### config.mk
export PLATFORM = sky130hd
export DESIGN_NAME = temp_scratchpad
export DESIGN_NICKNAME = d
export VERILOG_FILES = /design/src/rtl/sp_pkg.sv /design/src/rtl/sp_capture.sv /design/src/rtl/sp_alarm.sv /design/src/rtl/sp_crc.sv /design/src/rtl/sp_reader.sv /design/src/rtl/temp_scratchpad.sv
export SDC_FILE = /design/constraint.sdc
export NUM_CORES = 1
export LEC_CHECK = 0
export BUFFER_PORTS_ARGS = -buffer_cell sky130_fd_sc_hd__buf_2
export CAP_MARGIN = 20
export CELL_PAD_IN_SITES_DETAIL_PLACEMENT = 1
export CELL_PAD_IN_SITES_GLOBAL_PLACEMENT = 1
export CORE_MARGIN = 8
export CORE_UTILIZATION = 40
export CTS_BUF_LIST = sky130_fd_sc_hd__clkbuf_4 sky130_fd_sc_hd__clkbuf_8 sky130_fd_sc_hd__clkbuf_16
export CTS_CLUSTER_DIAMETER = 200
export DETAILED_ROUTE_END_ITERATION = 8
export HOLD_SLACK_MARGIN = 0.12
export PLACE_DENSITY_LB_ADDON = 0.1
export SYNTH_ARGS = -nofsm -noshare
export SYNTH_HDL_FRONTEND = slang
export SYNTH_SLANG_ARGS = --single-unit
### constraint.sdc
create_clock -name clk -period 5.6 [get_ports clk]
set_input_delay 0.28 -clock clk [delete_from_list [all_inputs] [get_ports clk]]
set_output_delay 0.28 -clock clk [all_outputs]
set_load 0.02 [all_outputs]
### src/rtl/sp_pkg.sv
package sp_pkg;
  localparam int BYTE_W   = 8;
  localparam int NBYTES   = 9;
  localparam int NDATA    = NBYTES - 1;
  localparam int IDX_W    = $clog2(NBYTES);
  localparam int TEMP_W   = 2 * BYTE_W;

  typedef logic [BYTE_W-1:0] sp_byte_t;

  // fixed layout: neighbours decode these positions
  localparam int POS_TLO  = 0;
  localparam int POS_THI  = 1;
  localparam int POS_TRH  = 2;
  localparam int POS_TRL  = 3;
  localparam int POS_RS0  = 4;
  localparam int POS_RS1  = 5;
  localparam int POS_CREM = 6;
  localparam int POS_CPER = 7;
  localparam int POS_CRC  = 8;

  // x^8 + x^5 + x^4 + 1, bit-reversed form for LSB-first shifting
  localparam sp_byte_t CRC_POLY_REV = 8'h8C;

  function automatic sp_byte_t crc_step(input sp_byte_t cur, input logic bit_in);
    logic fb;
    fb = cur[0] ^ bit_in;
    return (cur >> 1) ^ (fb ? CRC_POLY_REV : '0);
  endfunction
endpackage

### src/rtl/sp_capture.sv
module sp_capture
  import sp_pkg::*;
#(
  parameter logic [TEMP_W-1:0] RST_TEMP = 16'h0550,
  parameter sp_byte_t          RST_CREM = 8'h0C,
  parameter sp_byte_t          RST_CPER = 8'h10,
  parameter sp_byte_t          RST_TH   = 8'h46,
  parameter sp_byte_t          RST_TL   = 8'h0A
) (
  input  logic              clk,
  input  logic              rst_n,
  input  logic              conv_done,
  input  logic [TEMP_W-1:0] conv_temp,
  input  sp_byte_t          conv_crem,
  input  sp_byte_t          conv_cper,
  input  logic              trig_load,
  input  sp_byte_t          trig_hi,
  input  sp_byte_t          trig_lo,
  output logic [TEMP_W-1:0] temp_q,
  output sp_byte_t          crem_q,
  output sp_byte_t          cper_q,
  output sp_byte_t          th_q,
  output sp_byte_t          tl_q
);
  logic [TEMP_W-1:0] temp_d;
  sp_byte_t          crem_d, cper_d, th_d, tl_d;

  always_comb begin
    temp_d = temp_q;
    crem_d = crem_q;
    cper_d = cper_q;
    if (conv_done) begin
      temp_d = conv_temp;
      crem_d = conv_crem;
      cper_d = conv_cper;
    end
  end

  always_comb begin
    th_d = th_q;
    tl_d = tl_q;
    if (trig_load) begin
      th_d = trig_hi;
      tl_d = trig_lo;
    end
  end

  always_ff @(posedge clk or negedge rst_n) begin
    if (!rst_n) begin
      temp_q <= RST_TEMP;
      crem_q <= RST_CREM;
      cper_q <= RST_CPER;
    end else if (conv_done) begin
      temp_q <= temp_d;
      crem_q <= crem_d;
      cper_q <= cper_d;
    end
  end

  always_ff @(posedge clk or negedge rst_n) begin
    if (!rst_n) begin
      th_q <= RST_TH;
      tl_q <= RST_TL;
    end else if (trig_load) begin
      th_q <= th_d;
      tl_q <= tl_d;
    end
  end
endmodule

### src/rtl/sp_alarm.sv
module sp_alarm
  import sp_pkg::*;
#(
  parameter int TW = TEMP_W,
  parameter int LW = BYTE_W
) (
  input  logic          clk,
  input  logic          rst_n,
  input  logic          conv_done,
  input  logic [TW-1:0] conv_temp,
  input  logic [LW-1:0] th,
  input  logic [LW-1:0] tl,
  output logic          alarm
);
  localparam int EXT = TW - LW;

  logic signed [TW-1:0] whole_deg;
  logic signed [TW-1:0] th_ext, tl_ext;
  logic                 above, below;
  logic                 alarm_d;

  always_comb begin
    whole_deg = $signed(conv_temp) >>> 1;
    th_ext    = $signed({{EXT{th[LW-1]}}, th});
    tl_ext    = $signed({{EXT{tl[LW-1]}}, tl});
    above     = whole_deg > th_ext;
    below     = whole_deg < tl_ext;
    alarm_d   = conv_done ? (above | below) : alarm;
  end

  always_ff @(posedge clk or negedge rst_n) begin
    if (!rst_n)         alarm <= 1'b0;
    else if (conv_done) alarm <= alarm_d;
  end
endmodule

### src/rtl/sp_crc.sv
module sp_crc
  import sp_pkg::*;
#(
  parameter int NB = NDATA
) (
  input  logic [NB*BYTE_W-1:0] data_bits,
  output sp_byte_t             crc
);
  localparam int NBITS = NB * BYTE_W;

  sp_byte_t stage [0:NBITS];

  assign stage[0] = '0;

  for (genvar i = 0; i < NBITS; i++) begin : g_bit
    assign stage[i+1] = crc_step(stage[i], data_bits[i]);
  end

  assign crc = stage[NBITS];
endmodule

### src/rtl/sp_reader.sv
module sp_reader
  import sp_pkg::*;
#(
  parameter int NB = NBYTES,
  parameter int IW = IDX_W
) (
  input  logic                clk,
  input  logic                rst_n,
  input  logic [NB-1:0][BYTE_W-1:0] bytes,
  input  logic                rd_start,
  input  logic                rd_req,
  output sp_byte_t            rd_data,
  output logic                rd_valid,
  output logic [IW-1:0]       rd_index
);
  localparam logic [IW-1:0] LAST = IW'(NB - 1);

  logic [IW-1:0] base_idx, idx_d;
  sp_byte_t      data_d;
  logic          idx_en;

  always_comb begin
    base_idx = rd_start ? '0 : rd_index;
    data_d   = rd_data;
    idx_d    = base_idx;
    if (rd_req) begin
      data_d = bytes[base_idx];
      idx_d  = (base_idx == LAST) ? '0 : base_idx + 1'b1;
    end
    idx_en = rd_req | rd_start;
  end

  always_ff @(posedge clk or negedge rst_n) begin
    if (!rst_n)      rd_index <= '0;
    else if (idx_en) rd_index <= idx_d;
  end

  always_ff @(posedge clk or negedge rst_n) begin
    if (!rst_n)      rd_data <= '0;
    else if (rd_req) rd_data <= data_d;
  end

  always_ff @(posedge clk or negedge rst_n) begin
    if (!rst_n) rd_valid <= 1'b0;
    else        rd_valid <= rd_req;
  end
endmodule

### src/rtl/temp_scratchpad.sv
module temp_scratchpad
  import sp_pkg::*;
#(
  parameter logic [15:0] RST_TEMP = 16'h0550,
  parameter logic [7:0]  RST_CREM = 8'h0C,
  parameter logic [7:0]  RST_CPER = 8'h10,
  parameter logic [7:0]  RST_TH   = 8'h46,
  parameter logic [7:0]  RST_TL   = 8'h0A,
  parameter logic [7:0]  RSV_BYTE = 8'hFF
) (
  input  logic        clk,
  input  logic        rst_n,
  input  logic        conv_done,
  input  logic [15:0] conv_temp,
  input  logic [7:0]  conv_cnt_rem,
  input  logic [7:0]  conv_cnt_per,
  input  logic        trig_load,
  input  logic [7:0]  trig_hi_in,
  input  logic [7:0]  trig_lo_in,
  input  logic        rd_start,
  input  logic        rd_req,
  output logic [7:0]  rd_data,
  output logic        rd_valid,
  output logic [3:0]  rd_index,
  output logic        alarm
);
  logic [TEMP_W-1:0] temp_q;
  sp_byte_t          crem_q, cper_q, th_q, tl_q, crc_val;
  logic [NBYTES-1:0][BYTE_W-1:0] pad;

  sp_capture #(
    .RST_TEMP(RST_TEMP), .RST_CREM(RST_CREM), .RST_CPER(RST_CPER),
    .RST_TH(RST_TH), .RST_TL(RST_TL)
  ) u_cap (
    .clk(clk), .rst_n(rst_n),
    .conv_done(conv_done), .conv_temp(conv_temp),
    .conv_crem(conv_cnt_rem), .conv_cper(conv_cnt_per),
    .trig_load(trig_load), .trig_hi(trig_hi_in), .trig_lo(trig_lo_in),
    .temp_q(temp_q), .crem_q(crem_q), .cper_q(cper_q),
    .th_q(th_q), .tl_q(tl_q)
  );

  sp_alarm #(.TW(TEMP_W), .LW(BYTE_W)) u_alm (
    .clk(clk), .rst_n(rst_n),
    .conv_done(conv_done), .conv_temp(conv_temp),
    .th(th_q), .tl(tl_q), .alarm(alarm)
  );

  always_comb begin
    pad[POS_TLO]  = temp_q[BYTE_W-1:0];
    pad[POS_THI]  = temp_q[TEMP_W-1:BYTE_W];
    pad[POS_TRH]  = th_q;
    pad[POS_TRL]  = tl_q;
    pad[POS_RS0]  = RSV_BYTE;
    pad[POS_RS1]  = RSV_BYTE;
    pad[POS_CREM] = crem_q;
    pad[POS_CPER] = cper_q;
    pad[POS_CRC]  = crc_val;
  end

  sp_crc #(.NB(NDATA)) u_crc (
    .data_bits(pad[NDATA-1:0]),
    .crc(crc_val)
  );

  sp_reader #(.NB(NBYTES), .IW(IDX_W)) u_rd (
    .clk(clk), .rst_n(rst_n), .bytes(pad),
    .rd_start(rd_start), .rd_req(rd_req),
    .rd_data(rd_data), .rd_valid(rd_valid), .rd_index(rd_index)
  );
endmodule

; Word level (Yosys, flattened, before mapping)
; Cells that the tools add are included.
[op_classes]
bitwise = 112
addsub = 1
eq_ne = 1
n_lt_le_gt_ge = 3
mux = 69
[op_table]
columns = operator, n
row1 = $mux 8, 65
row2 = $xor 7x8->8, 63
row3 = $xor 1x1->1, 47
row4 = $bmux 8 s4, 1
row5 = $gt 15x8->1, 1
row6 = $lt 15x8->1, 1
row7 = $mux 4, 3
row8 = $lt 4x5->1 const B, 1
row9 = $add 4x1->4 const B, 1
row10 = $eq 4x4->1 const B, 1
row11 = $or 1x1->1, 2
[word_totals]
reg_bits = 62
word_cells = 195

; Longest topological paths before layout
[depth]
word_depth = 176
ltp_mapped = 15
depth_no_buf = 15

; Modules after synthesis
; Synthesis repeated with hierarchy kept, for this count alone.
[unflattened]
hier_cells = 495
area_unflattened_um2 = 6075.8
[by_module_without_submodules]
columns = module, area_each_um2, seq_area_each_um2, cells_each, n_inst
row1 = sp_crc, 2054.5, 0.0, 152, 1
row2 = sp_capture, 2009.4, 1216.2, 102, 1
row3 = sp_reader, 1283.7, 325.3, 148, 1
row4 = sp_alarm, 724.4, 25.0, 92, 1
row5 = temp_scratchpad, 3.8, 0.0, 1, 1

; Least setup slack after synthesis
; No wires, ideal clock.
[synth_timing]
path_type = reg-to-reg
startpoint = reg u_cap.temp_q[1]
endpoint = reg u_rd.rd_data[7]
arrival_time_ps = 3833
setup_time_ps = 126
setup_slack_ps = 1641
n_path_buf = 1
synth_period_minus_slack_ps = 3959
path_stages_with_launch = 15
cell_sequence = dfrtp_1 -> buf_2 -> xnor3_1 -> xnor3_2 -> xnor3_2 -> xnor2_4 -> xor2_4 -> xnor2_2 -> xnor2_2 -> xnor2_1 -> xnor2_2 -> xor2_2 -> xnor2_1 -> and3_1 -> a221o_1
[synth_via]
elab_chain_len = 103
word_cells_on_any_way = 163
classes_between = mux (59) / bitwise (104)
[synth_lines]
columns = element, line
row1 = start: declaration, sp_capture.sv:19  ; output logic [TEMP_W-1:0] temp_q,
row2 = start signal: assignment, sp_capture.sv:54  ; temp_q <= temp_d;
row3 = $xor 1x1->1 (*), sp_pkg.sv:26  ; fb = cur[0] ^ bit_in;
row4 = $mux 8 (*), sp_pkg.sv:27  ; return (cur >> 1) ^ (fb ? CRC_POLY_REV : '0);
row5 = $xor 7x8->8 (*) (3 in series), sp_pkg.sv:27
row6 = $xor 1x1->1, sp_pkg.sv:26
row7 = $mux 8, sp_pkg.sv:27
row8 = $xor 7x8->8 (*) (3 in series), sp_pkg.sv:27
row9 = $xor 1x1->1, sp_pkg.sv:26
row10 = $mux 8, sp_pkg.sv:27
row11 = [81 not listed], -
row12 = $xor 1x1->1, sp_pkg.sv:26
row13 = $mux 8, sp_pkg.sv:27
row14 = $xor 7x8->8 (*) (3 in series), sp_pkg.sv:27
row15 = $xor 1x1->1 (*), sp_pkg.sv:26
row16 = $mux 8 (*), sp_pkg.sv:27
row17 = $xor 7x8->8 (*), sp_pkg.sv:27
row18 = $bmux 8 s4 (*), sp_reader.sv:27  ; data_d = bytes[base_idx];
row19 = $mux 8 (implied by the code) (*), sp_reader.sv:27
row20 = end signal: assignment, sp_reader.sv:40  ; else if (rd_req) rd_data <= data_d;
row21 = end: declaration, sp_reader.sv:12  ; output sp_byte_t rd_data,
; Every way passes the cells marked *; elsewhere a longest branch is shown, timed or not. The select of a mux whose other input is x is not followed.
; A chain may end at the register's enable or synchronous reset.

; Worst setup path in the final report
[layout_timing]
startpoint = reg u_cap.temp_q[3]
endpoint = reg u_rd.rd_data[7]
[layout_via]
elab_chain_len = 100
word_cells_on_any_way = 157
classes_between = mux (57) / bitwise (100)
[layout_lines]
columns = element, line
row1 = $xor 1x1->1 (*), sp_pkg.sv:26
row2 = $mux 8 (*), sp_pkg.sv:27
row3 = $xor 7x8->8 (*) (3 in series), sp_pkg.sv:27
row4 = $xor 1x1->1, sp_pkg.sv:26
row5 = $mux 8, sp_pkg.sv:27
row6 = $xor 7x8->8 (*) (3 in series), sp_pkg.sv:27
row7 = $xor 1x1->1, sp_pkg.sv:26
row8 = $mux 8, sp_pkg.sv:27
row9 = [78 not listed], -
row10 = $xor 1x1->1, sp_pkg.sv:26
row11 = $mux 8, sp_pkg.sv:27
row12 = $xor 7x8->8 (*) (3 in series), sp_pkg.sv:27
row13 = $xor 1x1->1 (*), sp_pkg.sv:26
row14 = $mux 8 (*), sp_pkg.sv:27
row15 = $xor 7x8->8 (*), sp_pkg.sv:27
row16 = $bmux 8 s4 (*), sp_reader.sv:27
row17 = $mux 8 (implied by the code) (*), sp_reader.sv:27
; Marked as above.

==> reports/metrics.yaml <==
status: "complete, no violations"
grtUsageTotal_pct: 17.8
fillers: 1349
root_buffer: "clkbuf_16"
cts_tree: "done"
fmax_mhz: 238
post-route-min-period_ns: 4.21
synth-seq-cells: 62
grt_max_degree: 63
globalplace.congestion: 0.853
wire_per_inst_um: 19.7
ctsHtreeMaxLevel: 3
worstPathMaxFanout: 4
areaGrowthSynthToFinish_pct: 16.4
synth-edff-count: 0
synth_top_area_share_pct: 26.2
drtIter0Drc: 128
cts_buffer_depth: 2
antenna_cells: 0
antenna_left: 0
ff2ff_path_depth: 13
finalHoldViolations: 0
synthFlopType: "dfrtp_1"
cp-end-kind: "register"
setup_viol: 0
clk_pin_slew_worst_paths_ns: 0.05
cp.arrival_ns: 4.43
crit_type: "reg2reg"
io_buffers: 67
layout-drive-gt1-share_pct: 28.0
finalSetupTns_ns: 0
syn_area_um2: 4780
grt_pass1_wl_mm: 21.6
cap_violations: 0
fp.coreArea_um2: 11900
layout.nets: 608
drt_pre_antenna_iters: 5
hold_class: "in2async"
drc: 0
slew_viol_final: 0
postCtsSetupBuffers: 0
insertion_delay_ns: 0.34
hold_buffers: 0
cts_sinks: 62
synthTopCellsByArea: "dfrtp_1 (26%), xnor2_1 (18%), mux2_2 (10%)"
final_area_um2: 5570
relSlewSlack_pct: 44.7
final_cell_mix: "xnor2_1 (97), buf_2 (67), dfrtp_1 (50)"
start_kind: "register"
yosysTopAreaCell: "dfrtp_1"
cp.required_ns: 5.82
grt_setup_unrepaired: "no"
synth_cell_types: 45
clock_skew_ns: 0.00640
final_common_cell: "xnor2_1"
cts_buffers: 9
post_dp_cell_area_um2: 5250
placementRows: 40
overflow: 0
synth_cells: 460
finalWirelength_mm: 13.3
first_global_vias: 3991
antenna_found_initial: 0
vias: 3604
die-area_um2: 15700
die_x_um: 125
synthArstFlopShare_pct: 100
yosysWarnings: 0
yosysSeqAreaShare_pct: 32.7
die_h_um: 125
worst_slew_pin_slew_ns: 0.830
dpl.hpwl_mm: 10.8
io_pins: 68
synth_nets: 545
initial_core_util_pct: 40.3
syn_avg_cell_area_um2: 10.4
via_per_inst: 5.34
ctsResizeCount: 0
finalCritPeriodShare_pct: 75.1
[cell families (layout without fill, tap and decap cells)]
| group | after synthesis | after routing | share of synthesized area [%] |
|---|---|---|---|
| xor+xnor | 133 | 133 | 28.1 |
| flops | 62 | 62 | 32.7 |
| buf+inv | 37 | 105 | 2.93 |
| compound gates | 86 | 86 | 11.6 |
| simple gates | 68 | 68 | 6.30 |
| fa+ha+maj | 31 | 31 | 8.11 |
| mux | 43 | 43 | 10.1 |
[worst max-delay path, stage by stage, from the launching register on]
cell and delay (ns):
dfrtp_1 0.41, xnor3_1 0.46, xnor3_2 0.52, xnor3_2 0.46, xnor2_4 0.20, xor2_4 0.23, xnor2_2 0.33, xnor2_2 0.14
xnor2_1 0.34, xnor2_2 0.21, xor2_2 0.27, xnor2_1 0.10, and3_1 0.18, a221o_1 0.25
[per-stage QoR]
step / setup WS [ns] / hold slack [ns] / util, % / std cells
2_1_floorplan: 1.64 / -0.0156 / - / 460
3_3_place_gp: 1.48 / 0.476 / 44.3 / 659
3_5_place_dp: 1.39 / 0.494 / 44.3 / 659
4_1_cts: 1.37 / 0.137 / 47.0 / 675
5_1_grt: 1.20 / 0.167 / 47.0 / 675
6_report: 1.39 / 0.126 / 47.0 / 675
[cells in the mapped netlist, types with 5 or more instances]
cell type / n
a21oi_1: 16
xor2_1: 22
nor2_1: 10
ha_1: 31
dfrtp_1: 50
inv_1: 19
nand2b_1: 5
xnor2_1: 97
dfstp_2: 12
a21o_1: 13
nand4_1: 5
xnor3_1: 5
nand2_1: 39
clkbuf_1: 12
a311oi_1: 5
o21ai_0: 28
a221oi_1: 8
mux2_2: 43
[path summary, 6_finish.rpt]
| path | from | end | slack [ns] |
|---|---|---|---|
| max in group asynchronous | rst_n | u_cap.temp_q[14]$_DFFE_PN0P_ | 4.95 |
| worst min register to register | u_rd.rd_data[2]$_DFFE_PN0P_ | u_rd.rd_data[2]$_DFFE_PN0P_ | 0.49 |
| worst min-delay path | rst_n | u_cap.cper_q[0]$_DFFE_PN0P_ | 0.13 |
| worst max register to register | u_cap.temp_q[3]$_DFFE_PN0P_ | u_rd.rd_data[7]$_DFFE_PN0P_ | 1.39 |
| worst max-delay path | u_cap.temp_q[3]$_DFFE_PN0P_ | u_rd.rd_data[7]$_DFFE_PN0P_ | 1.39 |
| min in group clk | trig_hi_in[3] | u_cap.th_q[3]$_DFFE_PN0P_ | 0.15 |
[area by class of cell]
cell class,count,area [um^2],share of cell area (%)
Inverter,21,78.8,1.42
Multi-Input combinational cell,361,3080,55.2
Timing Repair Buffer,68,343,6.16
Sequential cell,62,1570,28.1
Clock inverter,3,40.0,0.719
Clock buffer,13,280,5.03
Tap cell,147,184,3.30
[per-layer routing]
| layer | share of wire [%] | vias up | GRT usage [%] | wire, um |
|---|---|---|---|---|
| met2 | 51 | 77 | 30.8 | 6740 |
| met4 | 2.4 | 0 | 7.88 | 317 |
| met5 | 0 | - | 0 | 0 |
| li1 | - | 1712 | - | - |
| met3 | 4.7 | 18 | 4.50 | 628 |
| met1 | 42 | 1797 | 20.3 | 5610 |
[sequential cells by signal (all words and copies together), names as in the netlist, 4 cells and up]
name / cells
u_cap.th_q: 8
u_cap.cper_q: 8
u_rd.rd_index: 4
u_rd.rd_data: 8
u_cap.crem_q: 8
u_cap.temp_q: 16
u_cap.tl_q: 8
Power is left out: the tool's default activity adds up to more than one toggle a clock period on the data nets, which glitch-free logic cannot reach.
